<file path="config.mk">
export PLATFORM = sky130hd
export DESIGN_NAME = seq_mealy_fsm
export DESIGN_NICKNAME = d
export VERILOG_FILES = /design/src/rtl/mfsm_pkg.sv /design/src/rtl/mfsm_next_bin.sv /design/src/rtl/mfsm_next_gray.sv /design/src/rtl/mfsm_next_onehot.sv /design/src/rtl/seq_mealy_fsm.sv
export SDC_FILE = /design/constraint.sdc
export NUM_CORES = 1
export LEC_CHECK = 0
export ABC_CLOCK_PERIOD_IN_PS = 1880
export BUFFER_PORTS_ARGS = -buffer_cell sky130_fd_sc_hd__buf_2
export CORE_AREA = 2 2 39 41
export CTS_BUF_LIST = sky130_fd_sc_hd__clkbuf_8
export CTS_CLUSTER_DIAMETER = 200
export DETAILED_ROUTE_END_ITERATION = 10
export DIE_AREA = 0 0 41 43
export PLACE_DENSITY_LB_ADDON = 0.25
export SYNTH_ARGS = -nofsm -noshare
export SYNTH_HDL_FRONTEND = slang
export SYNTH_SLANG_ARGS = --single-unit
</file>
<file path="constraint.sdc">
create_clock -name clk -period 1.88 [get_ports clk]
set_clock_uncertainty 0.1 [all_clocks]
set_input_delay 0 -clock clk [delete_from_list [all_inputs] [get_ports clk]]
set_output_delay 0 -clock clk [all_outputs]
set_load 0.01 [all_outputs]
</file>
<file path="src/rtl/mfsm_pkg.sv">
package mfsm_pkg;

  typedef enum logic [1:0] {
    ENC_BINARY = 2'd0,
    ENC_GRAY   = 2'd1,
    ENC_ONEHOT = 2'd2
  } enc_e;

  // Abstract state index: A=0, B=1, D=2, E=3
  localparam int NUM_STATES = 4;
  localparam int IDX_A = 0;
  localparam int IDX_D = 2;

  function automatic int state_w(enc_e e);
    return (e == ENC_ONEHOT) ? NUM_STATES : 2;
  endfunction

  function automatic logic [3:0] state_code(enc_e e, int idx);
    logic [1:0] b;
    b = idx[1:0];
    case (e)
      ENC_GRAY:   return {2'b00, b[1], b[1] ^ b[0]};
      ENC_ONEHOT: return 4'b0001 << b;
      default:    return {2'b00, b};
    endcase
  endfunction

endpackage

</file>
<file path="src/rtl/mfsm_next_bin.sv">
module mfsm_next_bin (
  input  logic [1:0] cur,
  input  logic       x,
  output logic [1:0] nxt,
  output logic       y
);
  // A=00 B=01 D=10 E=11
  always_comb begin
    nxt[1] = (x & (cur[1] | cur[0])) | (~x & cur[1] & ~cur[0]);
    nxt[0] = (~x & (cur[1] ^ cur[0])) | (x & ~cur[1] & ~cur[0]);
    y      = x & cur[1];
  end
endmodule

</file>
<file path="src/rtl/mfsm_next_gray.sv">
module mfsm_next_gray (
  input  logic [1:0] cur,
  input  logic       x,
  output logic [1:0] nxt,
  output logic       y
);
  // A=00 B=01 D=11 E=10
  always_comb begin
    nxt[1] = (x & (cur[1] | cur[0])) | (~x & cur[1] & cur[0]);
    nxt[0] = x | (~cur[1] & cur[0]);
    y      = x & cur[1];
  end
endmodule

</file>
<file path="src/rtl/mfsm_next_onehot.sv">
module mfsm_next_onehot (
  input  logic [3:0] cur,
  input  logic       x,
  output logic [3:0] nxt,
  output logic       y
);
  // bit0=A bit1=B bit2=D bit3=E
  logic legal;
  logic [3:0] calc;

  always_comb begin
    legal   = (cur != 4'b0000) && ((cur & (cur - 4'd1)) == 4'b0000);
    calc[0] = ~x & (cur[0] | cur[3]);
    calc[1] = (~x & cur[1]) | (x & cur[0]);
    calc[2] = x & (cur[1] | cur[2] | cur[3]);
    calc[3] = ~x & cur[2];
    // any corrupted vector falls back to A
    nxt     = legal ? calc : 4'b0001;
    y       = legal & x & (cur[2] | cur[3]);
  end
endmodule

</file>
<file path="src/rtl/seq_mealy_fsm.sv">
module seq_mealy_fsm #(
  parameter mfsm_pkg::enc_e ENC = mfsm_pkg::ENC_BINARY
) (
  input  logic clk,
  input  logic rst,
  input  logic in_valid,
  input  logic in_bit,
  output logic in_ready,
  output logic out_valid,
  output logic out_bit,
  input  logic out_ready,
  output logic [mfsm_pkg::state_w(ENC)-1:0] dbg_state
);
  import mfsm_pkg::*;

  localparam int SW = state_w(ENC);
  localparam logic [3:0] HOME4 = state_code(ENC, IDX_A);
  localparam logic [3:0] DCODE4 = state_code(ENC, IDX_D);
  localparam logic [SW-1:0] HOME = HOME4[SW-1:0];
  localparam logic [SW-1:0] DCODE = DCODE4[SW-1:0];

  logic [SW-1:0] st_q, st_d;
  logic          y_c;
  logic          fire;

  generate
    if (ENC == ENC_ONEHOT) begin : g_hot
      mfsm_next_onehot u_nx (.cur(st_q), .x(in_bit), .nxt(st_d), .y(y_c));
    end else if (ENC == ENC_GRAY) begin : g_gray
      mfsm_next_gray u_nx (.cur(st_q), .x(in_bit), .nxt(st_d), .y(y_c));
    end else begin : g_bin
      mfsm_next_bin u_nx (.cur(st_q), .x(in_bit), .nxt(st_d), .y(y_c));
    end
  endgenerate

  assign fire      = in_valid & out_ready;
  assign in_ready  = out_ready;
  assign out_valid = in_valid;
  assign out_bit   = y_c;
  assign dbg_state = st_q;

  always_ff @(posedge clk) begin
    if (rst)       st_q <= HOME;
    else if (fire) st_q <= st_d;
  end

  a_r1_reset_home: assert property (@(posedge clk) rst |=> st_q == HOME);
  a_r5_hold_idle: assert property (@(posedge clk) disable iff (rst)
    !fire |=> $stable(st_q));
  a_r3_zero_on_low: assert property (@(posedge clk) disable iff (rst)
    !in_bit |-> !out_bit);
  a_r2_hit_lands_d: assert property (@(posedge clk) disable iff (rst)
    (fire && out_bit) |=> st_q == DCODE);
  a_r2_home_one_step: assert property (@(posedge clk) disable iff (rst)
    (fire && st_q == HOME && !in_bit) |=> st_q == HOME);

  generate
    if (ENC == ENC_ONEHOT) begin : g_hot_chk
      a_r4_onehot_legal: assert property (@(posedge clk) disable iff (rst)
        $countones(st_q) == 1);
    end
  endgenerate

endmodule

</file>
=== Word level (Yosys, flattened, before mapping) ===
Cells that the tools add are included.

* Bitwise gates (word level): 15

{| class="wikitable"
|+ Operators by type and width
! kind !! number
|-
| bitwise AND 1 bit || 8
|-
| inverter 1 bit || 3
|-
| bitwise OR 1 bit || 3
|-
| bitwise XOR 1 bit || 1
|}

* Register bits after elaboration: 2
* Input bits: 5
* Output and inout bits: 5

=== Logic depth before layout (Yosys ltp) ===
* Word-level depth: 4
* Depth in mapped cells: 3
* Gate-level depth less buffers: 3

=== By module ===
A second synthesis with hierarchy kept.

* Cells, all modules: 15
* Area, all modules: 135.1 um2

{| class="wikitable"
|+ By module, submodules not included
! module !! instances !! cells each !! area an instance (um2)
|-
| seq_mealy_fsm || 1 || 10 || 95.1
|-
| mfsm_next_bin || 1 || 5 || 40.0
|}

=== Worst setup path before layout ===
OpenSTA, ideal clock, no wires.

* Path kind: register to register
* Start: reg st_q[0], in the netlist dbg_state[0]
* End: reg st_q[0], in the netlist dbg_state[0]
* Arrival: 0.992 ns
* Required time: 1.706 ns
* Setup slack: 0.713 ns
* Cell stages (with the launch flop): 3
* Path buffers: 0
* Period minus slack after synthesis: 1.167 ns
* Cells stage by stage: dfxtp_1 or4b_1 a31oi_1

* Longest elaborated chain between the ends: 3

{| class="wikitable"
|+ Ends and longest elaborated chain
! element !! line !! text
|-
| start: declaration || seq_mealy_fsm.sv:22 || <nowiki>logic [SW-1:0] st_q, st_d;</nowiki>
|-
| start signal: assignment || seq_mealy_fsm.sv:44 || <nowiki>else if (fire) st_q <= st_d;</nowiki>
|-
| bitwise XOR 1 bit or inverter 1 bit (tied branches) || mfsm_next_bin.sv:10 || <nowiki>nxt[0] = (~x & (cur[1] ^ cur[0])) | (x & ~cur[1] & ~cur[0]);</nowiki>
|-
| bitwise AND 1 bit || mfsm_next_bin.sv:10 ||
|-
| bitwise OR 1 bit * || mfsm_next_bin.sv:10 ||
|}

Mark *: on every way between the ends. The rest lies on a longest branch, timed or not.
A chain may end at the register's enable or synchronous reset.

=== Worst setup path after layout ===
* Start: in in_bit
* End: reg st_q[0], in the netlist dbg_state[0]

* Longest elaborated chain between the ends: 3

{| class="wikitable"
|+ Ends and longest elaborated chain
! element !! line !! text
|-
| start: declaration || seq_mealy_fsm.sv:7 || <nowiki>input logic in_bit,</nowiki>
|-
| bitwise AND 1 bit or inverter 1 bit (tied branches) || mfsm_next_bin.sv:10 ||
|-
| bitwise AND 1 bit || mfsm_next_bin.sv:10 ||
|-
| bitwise OR 1 bit * || mfsm_next_bin.sv:10 ||
|}

Marks and branches as above.

==> flow_summary.yaml <==
critical_path:
  crit_type: "in2reg"
  critPathLaunchType: "primary input"
  critPathCaptureType: "flip-flop"
  r2r_cells: 2
  critical_path.max_fanout: 5
  required_ns: 1.91
  arrival_ns: 1.36
  regToRegSetupSlack_ns: 0.69
pwr:
  power_frac_comb_pct: 10.0
  clkPwrFrac_pct: 70.2
  p_int_uw: 193
  power_leakage_uw: 0.000113
  swShare_pct: 19.2
  p_switching_uw: 45.9
  vdd_drop_max_v: 0.000316
  finalPower_uw: 239
  power_frac_seq_pct: 19.8
  p_per_area_nw_per_um2: 1000
route:
  drcViolationCount: 0
  drt_iter0_drc: 5
  routedWlPerCell_um: 8.47
  firstDrtPassIters: 2
  finalWirelength_um: 364
  ant_nets: 0
  viasPerCell: 3.35
  vias: 144
clock_tree:
  clk_latency_ns: 0.21
  cts_tree: "yes"
  cts_buffers: 3
  clk_path_buf_depth: 2
  cts_resized: 0
  cts.clk_slew.worst_paths_ns: 0.03
  clock_sinks: 2
  postCtsSetupBuffers: 0
  cts.htree.levels: 1
  cts_root_buf: "clkbuf_8"
synth:
  ys_warn_count: 0
  postSynthCellCount: 15
  synth_nets: 20
  ys_seq_area_share_pct: 31.7
  ys_types: 12
  avgSynthCellArea_sq_um: 8.42
  netlist_area_sq_um: 126
  synth_seq_cells: 2
grt:
  antenna_found_initial: 0
  grtUsageTotal_pct: 5.91
  grt_start_max_net_pins: 7
  grt_most_used_layer: "met1"
  use_met2_pct: 4.69
  grt_first_pass_wirelength_um: 607
  met1_usage_pct: 8.28
  grtUsageMet3_pct: 4.71
  grt_overflow: 0
  grt_pass1_vias: 138
placement:
  dp_slack_ns: 0.706
  port_buffers: 9
  routabilityCongestion: 0.562
floorplan:
  die_area_sq_um: 1760
  die-height_um: 43
  io-pin-count: 10
  coreArea_sq_um: 1380
  start_util_pct: 9.13
  die_w_um: 41
  num_rows: 14
sta:
  period_share_pct: 70.8
  setup_viol: 0
  hold_viol: 0
  fin_ws_ns: 0.550
  hold_ws_ns: 0.0515
  finalCriticalPeriod_ns: 1.33
  fin_setup_tns_ns: 0
  maxSlewHeadroom_pct: 91.8
  rsz0062_at_grt: "false"
  fmax_mhz: 752
  drv_slew: 0
  tightest_slew_ns: 0.119
final_layout:
  fillCellCount: 157
  final_net_count: 34
  areaGrowthSynthToFinish_pct: 88.1
  antenna_cells: 0
  drive_gt1_share_pct: 44.4
flow_run:
  cap_viol_max_count: 0
hold_path:
  hold_depth: 4
  hp-class: "in2reg"
run_status:
  status: "completed"
[cells in the mapped netlist]
cell	instances	area (sq um)
dfxtp_1	2	40.0
and2_1	1	6.26
nand2_1	2	7.51
nand2b_1	1	6.26
nand3_1	1	5.00
a31oi_1	1	6.26
or4b_1	1	10.0
nand4b_1	1	8.76
buf_4	2	15.0
mux2i_1	1	10.0
a21o_1	1	7.51
nor2_1	1	3.75
[critical path: stages]
cell	delay, ns
dlygate4sd3_1	0.52
buf_2	0.14
or4b_1	0.51
a31oi_1	0.18
[worst paths after layout]
path / start / to
min reg2reg: dbg_state[0] / dbg_state[0]
min: out_ready / dbg_state[0]
max reg2reg: dbg_state[0] / dbg_state[0]
max: in_bit / dbg_state[0]
[per-layer routing]
layer  routed length (um)  part of all wire (%)
met1                  180                    49
met2                  101                    28
met3                   82                    23
met4                    0                     0
met5                    0                     0
[power by group through the flow]
stage	logic, uW	registers [uW]	clock network (uW)
after floorplan	10.8	48.5	0
after global placement	20.1	47.6	0
after detailed placement	20.9	47.8	0
after CTS	24.1	47.3	176
after global routing	26.8	48.0	183
final	23.9	47.2	168
[layout make-up]
| class | count | area (sq um) | area share [%] |
|---|---|---|---|
| clock buffers | 3 | 41.3 | 17.4 |
| repair buffers | 11 | 65.1 | 27.4 |
| well taps | 16 | 20.0 | 8.42 |
| multi-input cells | 11 | 71.3 | 30.0 |
| flip-flops and latches | 2 | 40.0 | 16.8 |
[cell usage in the layout (no fill, tap or decap)]
cell type	n
nand3_1	1
a21o_1	1
dfxtp_1	2
buf_2	9
nor2_1	1
nand2_1	2
nand4b_1	1
and2_1	1
mux2i_1	1
dlygate4sd3_1	2
nand2b_1	1
clkbuf_8	3
a31oi_1	1
or4b_1	1
[what timing repair did]
item                       CTS  global route
hold buffers                 2             0
setup endpoints to repair    0             0
hold endpoints to repair     2             0
[through the flow]
step                      utilization (%)  instance area, sq um  std cells
final                                17.2                   238         43
after global routing                 17.2                   238         43
after CTS                            17.2                   238         43
after detailed placement             12.7                   176         38
after global placement               12.7                   176         38
after floorplan                         -                   126         15
[cell families after synthesis]
logic type	share of synthesized area [%]
AND/OR/NAND/NOR	37.6
AO/OA/AOI/OAI	10.9
flip-flops	31.7
buffers and inverters	11.9
multiplexers	7.92
No activity file was read; power rests on OpenSTA's default activity.
